$ cat src/rtl/wmw_pkg.sv
package wmw_pkg;
  typedef enum logic [2:0] {
    ST_IDLE,
    ST_WAIT_READY,
    ST_WRITE,
    ST_DRAIN,
    ST_DONE
  } wmw_state_e;
endpackage

$ cat src/rtl/wmw_sync.sv
module wmw_sync #(
  parameter int          WIDTH   = 2,
  parameter int          STAGES  = 2,
  parameter logic [WIDTH-1:0] RST_VAL = '0
) (
  input  logic             clk_i,
  input  logic             rst_ni,
  input  logic [WIDTH-1:0] d_i,
  output logic [WIDTH-1:0] q_o
);
  logic [WIDTH-1:0] stage_q [STAGES];

  always_ff @(posedge clk_i or negedge rst_ni) begin
    if (!rst_ni) stage_q[0] <= RST_VAL;
    else         stage_q[0] <= d_i;
  end

  for (genvar s = 1; s < STAGES; s++) begin : g_stage
    always_ff @(posedge clk_i or negedge rst_ni) begin
      if (!rst_ni) stage_q[s] <= RST_VAL;
      else         stage_q[s] <= stage_q[s-1];
    end
  end

  assign q_o = stage_q[STAGES-1];
endmodule

$ cat src/rtl/wmw_inflight.sv
// Counts strobes issued during the last DEPTH clock edges.
module wmw_inflight #(
  parameter int DEPTH = 2,
  parameter int CNT_W = 3
) (
  input  logic             clk_i,
  input  logic             rst_ni,
  input  logic             strobe_i,
  output logic [CNT_W-1:0] count_o
);
  logic [DEPTH-1:0] hist_q;

  always_ff @(posedge clk_i or negedge rst_ni) begin
    if (!rst_ni) hist_q[0] <= 1'b0;
    else         hist_q[0] <= strobe_i;
  end

  for (genvar i = 1; i < DEPTH; i++) begin : g_hist
    always_ff @(posedge clk_i or negedge rst_ni) begin
      if (!rst_ni) hist_q[i] <= 1'b0;
      else         hist_q[i] <= hist_q[i-1];
    end
  end

  always_comb begin
    count_o = '0;
    for (int i = 0; i < DEPTH; i++) count_o = count_o + CNT_W'(hist_q[i]);
  end
endmodule

$ cat src/rtl/wmw_word_cnt.sv
module wmw_word_cnt #(
  parameter int CNT_W = 16
) (
  input  logic             clk_i,
  input  logic             rst_ni,
  input  logic             clear_i,
  input  logic             inc_i,
  output logic [CNT_W-1:0] count_o
);
  always_ff @(posedge clk_i or negedge rst_ni) begin
    if (!rst_ni)      count_o <= '0;
    else if (clear_i) count_o <= '0;
    else if (inc_i)   count_o <= count_o + 1'b1;
  end
endmodule

$ cat src/rtl/wm_burst_writer.sv
module wm_burst_writer
  import wmw_pkg::*;
#(
  parameter int DATA_W      = 32,
  parameter int CNT_W       = 16,
  parameter int TRAIL_WORDS = 2,
  parameter int SYNC_STAGES = 2
) (
  input  logic              clk_i,
  input  logic              rst_ni,
  input  logic              ready_i,
  input  logic              wm_ni,
  input  logic [DATA_W-1:0] src_data_i,
  input  logic              src_valid_i,
  output logic              src_pop_o,
  output logic              wr_n_o,
  output logic [DATA_W-1:0] data_o,
  output logic              done_o,
  output logic [CNT_W-1:0]  done_count_o
);
  // room left in target when its warning flag falls
  localparam int LEFT  = TRAIL_WORDS + SYNC_STAGES;
  localparam int REM_W = $clog2(LEFT + 1);

  wmw_state_e state_q, state_d;
  logic [REM_W-1:0] rem_q, rem_d, inflight, budget;
  logic ready_sync, wm_sync_n, wr_en;
  logic [CNT_W-1:0] word_cnt;

  wmw_sync #(.WIDTH(2), .STAGES(SYNC_STAGES), .RST_VAL(2'b10)) u_sync (
    .clk_i (clk_i),
    .rst_ni(rst_ni),
    .d_i   ({wm_ni, ready_i}),
    .q_o   ({wm_sync_n, ready_sync})
  );

  wmw_inflight #(.DEPTH(SYNC_STAGES), .CNT_W(REM_W)) u_inflight (
    .clk_i   (clk_i),
    .rst_ni  (rst_ni),
    .strobe_i(wr_en),
    .count_o (inflight)
  );

  wmw_word_cnt #(.CNT_W(CNT_W)) u_cnt (
    .clk_i  (clk_i),
    .rst_ni (rst_ni),
    .clear_i(state_q == ST_WAIT_READY),
    .inc_i  (wr_en),
    .count_o(word_cnt)
  );

  assign budget = REM_W'(LEFT) - inflight;

  always_comb begin
    state_d = state_q;
    rem_d   = rem_q;
    wr_en   = 1'b0;
    unique case (state_q)
      ST_IDLE:       if (!ready_sync) state_d = ST_WAIT_READY;
      ST_WAIT_READY: if (ready_sync && wm_sync_n) state_d = ST_WRITE;
      ST_WRITE: begin
        wr_en = src_valid_i;
        if (!wm_sync_n) begin
          rem_d   = budget - REM_W'(wr_en);
          state_d = (rem_d == '0) ? ST_DONE : ST_DRAIN;
        end
      end
      ST_DRAIN: begin
        wr_en = src_valid_i;
        rem_d = rem_q - REM_W'(wr_en);
        if (rem_d == '0) state_d = ST_DONE;
      end
      ST_DONE:       state_d = ST_IDLE;
      default:       state_d = ST_IDLE;
    endcase
  end

  always_ff @(posedge clk_i or negedge rst_ni) begin
    if (!rst_ni) begin
      state_q <= ST_WAIT_READY;
      rem_q   <= '0;
    end else begin
      state_q <= state_d;
      rem_q   <= rem_d;
    end
  end

  assign wr_n_o       = ~wr_en;
  assign src_pop_o    = wr_en;
  assign data_o       = src_data_i;
  assign done_o       = (state_q == ST_DONE);
  assign done_count_o = word_cnt;
endmodule

$ cat config.mk
export PLATFORM = sky130hd
export DESIGN_NAME = wm_burst_writer
export DESIGN_NICKNAME = d
export VERILOG_FILES = /design/src/rtl/wmw_pkg.sv /design/src/rtl/wmw_sync.sv /design/src/rtl/wmw_inflight.sv /design/src/rtl/wmw_word_cnt.sv /design/src/rtl/wm_burst_writer.sv
export SDC_FILE = /design/constraint.sdc
export NUM_CORES = 1
export LEC_CHECK = 0
export BUFFER_PORTS_ARGS = -buffer_cell sky130_fd_sc_hd__buf_4
export CORE_MARGIN = 2
export CORE_UTILIZATION = 30
export CTS_CLUSTER_SIZE = 14
export DETAILED_ROUTE_END_ITERATION = 10
export GPL_ROUTABILITY_DRIVEN = 0
export MAX_ROUTING_LAYER = met4
export PLACE_DENSITY = 0.66
export SLEW_MARGIN = 25
export SYNTH_ARGS = -nofsm -noshare
export SYNTH_HDL_FRONTEND = slang
export SYNTH_SLANG_ARGS = --single-unit
$ cat constraint.sdc
create_clock -name clk_i -period 3.9 [get_ports clk_i]
set_clock_uncertainty 0.15 [all_clocks]
set_input_delay 0 -clock clk_i [delete_from_list [all_inputs] [get_ports clk_i]]
set_output_delay 0 -clock clk_i [all_outputs]
set_load 0.05 [all_outputs]
# [Yosys cells after proc, flatten, opt, wreduce, memory -nomap -nowiden]
# Cells that the tools add are included.
# W data, S select, Z words.
[totals] in_bits=37 register_bits=28 out_inout_bits=51 word_cells=41
[classes] n_reduce_logical=9 n_addsub=5 eq_ne=8 n_mux=11 bitwise_logic=1
[ops] operator="$mux W16" n=2
[ops] operator="$mux W3" n=6
[ops] operator="$add A16 B1 Y16 const B" n=1
[ops] operator="$pmux W3 S4" n=1
[ops] operator="$logic_not A3 Y1" n=3
[ops] operator="$ne A2 B2 Y1 const B" n=4
[ops] operator="$eq A3 B2 Y1 const B" n=2
[ops] operator="$pmux W3 S2" n=1
[ops] operator="$sub A3 B1 Y3" n=2
[ops] operator="$reduce_and A4 Y1" n=1
[ops] operator="$reduce_bool A2 Y1" n=2
[ops] operator="$eq A3 B1 Y1 const B" n=1
[ops] operator="$eq A3 B3 Y1 const B" n=1
[ops] operator="$sub A3 B3 Y3 const A" n=1
[ops] operator="$add A1 B1 Y2" n=1
[ops] operator="$reduce_and A2 Y1" n=1
[ops] operator="$reduce_or A2 Y1" n=1
[ops] operator="$logic_and A1 B1 Y1" n=1
[ops] operator="$mux W1" n=1
[ops] operator="$not A1 Y1" n=1

# [Longest topological paths before layout]
[depth] ltp_word=7 ltp_mapped=8 mapped_depth_nobuf=8

# [Modules after synthesis]
# Synthesis repeated with hierarchy kept, for this count alone.
[hier_totals] hier_cells=177 hier_area_um2=1742.9
[modules_own_cells] mod="wmw_word_cnt" area_per_inst_um2=872.1 cells_per_inst=82 seq_area_each_um2=400.4 n_inst=1
[modules_own_cells] mod="wm_burst_writer" area_per_inst_um2=679.4 cells_per_inst=84 seq_area_each_um2=151.4 n_inst=1
[modules_own_cells] mod="wmw_sync" area_per_inst_um2=117.6 cells_per_inst=6 seq_area_each_um2=102.6 n_inst=1
[modules_own_cells] mod="wmw_inflight" area_per_inst_um2=73.8 cells_per_inst=5 seq_area_each_um2=50.0 n_inst=1

# [Worst setup path before layout]
# Ideal clock, no wire load.
[synth_timing] path_kind="register to register" startpoint="register state_q[1]" endpoint="register u_cnt.count_o[3]" setup_slack_ps=1648 required_ps=3677 arrival_ps=2029 path_buffers=1 synth_period_minus_slack_ps=2252 path_stages_with_launch=8 path_cell_list="dfrtp_1 -> buf_4 -> and2b_1 -> nand2_1 -> inv_1 -> nand4_1 -> xor2_1 -> nor2_1"
[synth_between] elab_chain_len=4 word_cells_on_any_way=7
[synth_lines] item="start: declaration" line_no="wm_burst_writer.sv:25" text="wmw_state_e state_q, state_d;"
[synth_lines] item="start signal: assignment" line_no="wm_burst_writer.sv:83" text="state_q <= state_d;"
[synth_lines] item="$eq A3 B2 Y1" line_no="wm_burst_writer.sv:58" text="unique case (state_q)"
[synth_lines] item="$reduce_or A2 Y1 (no line) *"
[synth_lines] item="$mux W1 *" line_no="wm_burst_writer.sv:58"
[synth_lines] item="net src_pop_o" line_no="wm_burst_writer.sv:15" text="output logic src_pop_o,"
[synth_lines] item="$reduce_bool A2 Y1 (no line) *"
[synth_lines] item="end signal: assignment" line_no="wmw_word_cnt.sv:13" text="else if (inc_i) count_o <= count_o + 1'b1;"
[synth_lines] item="end: declaration" line_no="wmw_word_cnt.sv:8" text="output logic [CNT_W-1:0] count_o"
# Mark *: on every way through the listed nets, which the timed path passes. The rest lies on a longest branch.
# A chain may end at the register's enable or synchronous reset.

# [Final worst setup path]
[layout_timing] startpoint="register state_q[0]" endpoint="register u_cnt.count_o[1]"
[layout_between] elab_chain_len=4 word_cells_on_any_way=7
[layout_lines] item="$eq A3 B2 Y1" line_no="wm_burst_writer.sv:58"
[layout_lines] item="$reduce_or A2 Y1 (no line)"
[layout_lines] item="$mux W1" line_no="wm_burst_writer.sv:58"
[layout_lines] item="$reduce_bool A2 Y1 (no line)"
# Several ways; a longest one is shown, not always the timed one.

==> results.py <==
metrics = {
    "drt": {
        "drt_iter0_drc": 30,
        "final_antenna_net_count": 0,
        "wl_per_cell_um": 11.81,
        "remaining_drc_errors": 0,
        "vias": 1315,
        "routed_via_density": 4.730,
        "first_pass_iters": 4,
        "wl_mm": 3.284,
    },
    "yosys": {
        "ys_top_cells_by_area": "dfrtp_1, buf_4, dfstp_2, ha_1, xor2_1",
        "syn_nets": 222,
        "synth-simple-area-share": 0.2208,
        "postSynth.asyncResetShare": 1.000,
        "ys_seq_elements": 28,
        "synth_compound_area_frac": 0.08584,
        "yosysSeqAreaShare": 0.4131,
        "yosys_warnings": 0,
        "ys_dominant_reg_cell": "dfrtp_1",
        "synth-edff-count": 0,
        "synth_top_family_by_area": "simple AND/OR/NAND/NOR gates",
        "syn_area_um2": 1705,
        "ys_types": 38,
        "synth_fa_ha_area_frac": 0.04402,
        "synth_area_leader_cell": "dfrtp_1",
        "synthCells": 179,
        "synth.top_cell.area_share": 0.3668,
        "syn_avg_cell_area_um2": 9.527,
        "yosys-mux-area-fraction": 0,
        "synth_xor_area_frac": 0.06163,
    },
    "worst_setup_path": {
        "worst-path-buf-inv": 1,
        "path_class": "register to register",
        "crit_family": "simple AND/OR/NAND/NOR gates",
        "critPathCaptureType": "register",
        "worstPathRequired_ns": 3.93,
        "crit_path_max_fanout": 16,
        "cp_slowest_cell": "nor3_2",
        "crit_path_max_incr_delay_ns": 0.81,
        "cp.arrival_ns": 2.16,
        "startpoint_type": "register",
        "path_cells": "inv_1 -> nor3_2 -> nor2_1 -> a22o_1",
    },
    "sta": {
        "hold_viol": 0,
        "period_needed_ns": 2.134,
        "setup_tns_ns": 0,
        "timing.final.ws_setup_ns": 1.766,
        "tightest_slew_ns": 0.9588,
        "finalSetupViolCount": 0,
        "period_share": 0.5473,
        "max-slew-margin-rel": 0.3573,
        "drv_slew": 0,
        "fin_hold_ws_ns": 0.02291,
        "rsz0062_at_grt": "no",
        "max_freq_ghz": 0.4685,
    },
    "grt": {
        "antenna_found_initial": 0,
        "grt_pass1_vias": 1177,
        "grt_pass1_wl_mm": 5.354,
        "grt_max_degree": 29,
        "grt_usage": 0.1079,
        "gr-total-overflow": 0,
    },
    "cts": {
        "clockBufferDepth": 2,
        "clock_latency_ns": 0.28,
        "numClockSinks": 28,
        "clock-root-buffer": "clkbuf_8",
        "cts_inserted_buffers": 3,
        "cts_tree": "done",
        "clk_pin_slew_ns": 0.10,
        "post_cts_resized": 0,
        "cts_htree_levels": 1,
    },
    "place": {
        "dp_hpwl_mm": 2.256,
        "port-buffer-count": 23,
        "post-place-ws_ns": 1.762,
        "dp_cells": 239,
        "placed_cell_area_um2": 1712,
    },
    "floorplan": {
        "initial_core_util": 0.3097,
        "core_area_um2": 5507,
        "row_count": 27,
        "ios": 88,
        "fp.dieH_um": 79.40,
        "dieArea_um2": 6304,
        "dieWidth_um": 79.40,
    },
    "final_layout": {
        "drive_gt1_frac": 0.1699,
        "diodes": 0,
        "finish.instance_area_um2": 2107,
        "area_growth_pct": 23.55,
        "post-route-util": 0.3826,
        "fin_cells": 278,
        "fin_nets": 250,
    },
    "power": {
        "pwr_density_cell_nw_per_um2": 517.2,
        "peakVddDrop_mv": 0.2816,
        "power.leakage_nw": 0.9545,
        "finalPower_mw": 1.090,
    },
    "hold_path": {
        "hold_path.class": "input pin to asynchronous set/reset pin",
    },
    "status": {
        "status": "finished, final reports clean",
    },
    "run": {
        "drv_cap": 0,
    },
}
## what timing repair did
action                    CTS  global route
hold buffers               35             0
hold endpoints to repair   62             0
setup buffers               0             0
## report_power, final
| group | switching, mW | leakage, nW | internal, mW |
|---|---|---|---|
| clock network | 0.0904 | 0.0228 | 0.0734 |
| registers | 0.0728 | 0.364 | 0.347 |
| logic | 0.326 | 0.567 | 0.180 |
| total | 0.489 | 0.955 | 0.600 |
## metal layers
layer / wire (um) / vias up / GRT usage
met5: 0 / - / -
met4: 27 / 0 / 0.03621
met3: 195 / 4 / 0.01471
met2: 1583 / 59 / 0.1729
met1: 1478 / 613 / 0.1415
li1: - / 639 / -
## cells by family after synthesis
group / Yosys count
compound gates: 23
flops: 28
fa+ha+maj: 6
xor+xnor: 12
buf+inv: 46
simple gates: 64
## cells in the mapped netlist (2+ instances only)
| cell | count |
|---|---|
| nand2b_1 | 3 |
| o22ai_1 | 2 |
| nand3_1 | 6 |
| o211ai_1 | 2 |
| nand4_1 | 5 |
| dfrtp_1 | 25 |
| or3_1 | 4 |
| buf_4 | 33 |
| dfstp_2 | 3 |
| ha_1 | 6 |
| o311a_1 | 2 |
| inv_1 | 11 |
| xor2_1 | 8 |
| and3_1 | 2 |
| nor2_1 | 15 |
| nor3_1 | 7 |
| nand2_1 | 10 |
| a21oi_1 | 9 |
| xnor2_1 | 4 |
| o21ai_0 | 4 |
## area by class of cell
class	instances	area, um^2
Multi-Input combinational cell	105	703.2
Sequential cell	28	704.4
Tap cell	72	90.09
Clock buffer	4	45.04
Timing Repair Buffer	58	523.0
Inverter	11	41.29
Fill cell	540	3400
## state kept, by name, summed over array words and instances, names as in the netlist
signal             count
u_sync.q_o             2
state_q                3
rem_q                  3
u_cnt.count_o         16
u_sync.stage_q         2
u_inflight.hist_q      2
## worst paths after layout
check	start	endpoint	slack, ns	depth (start not counted)
max reg2reg	state_q[0]$_DFFE_PN1P_	u_cnt.count_o[1]$_DFFE_PN0P_	1.77	4
max	state_q[0]$_DFFE_PN1P_	u_cnt.count_o[1]$_DFFE_PN0P_	1.77	4
min in group clk_i	src_valid_i	u_inflight.hist_q[0]$_DFF_PN0_	0.03	3
max in group asynchronous	rst_ni	u_sync.q_o[1]$_DFF_PN1_	3.26	2
min	rst_ni	u_cnt.count_o[6]$_DFFE_PN0P_	0.02	2
min reg2reg	u_sync.stage_q[2]$_DFF_PN0_	u_sync.q_o[0]$_DFF_PN0_	0.21	0
## cells in the final DEF (no fill, tap or decap), types with 2 or more instances in the layout
master         instances
a21oi_1                9
and3_1                 2
buf_4                 23
clkbuf_8               3
dfrtp_1               25
dfstp_2                3
dlygate4sd3_1         35
ha_1                   6
inv_1                 11
nand2_1               10
nand2b_1               3
nand3_1                6
nand4_1                5
nor2_1                15
nor3_1                 7
o211ai_1               2
o21ai_0                4
o22ai_1                2
o311a_1                2
or3_1                  4
xnor2_1                4
xor2_1                 8
Power figures use the tool's default switching activity.
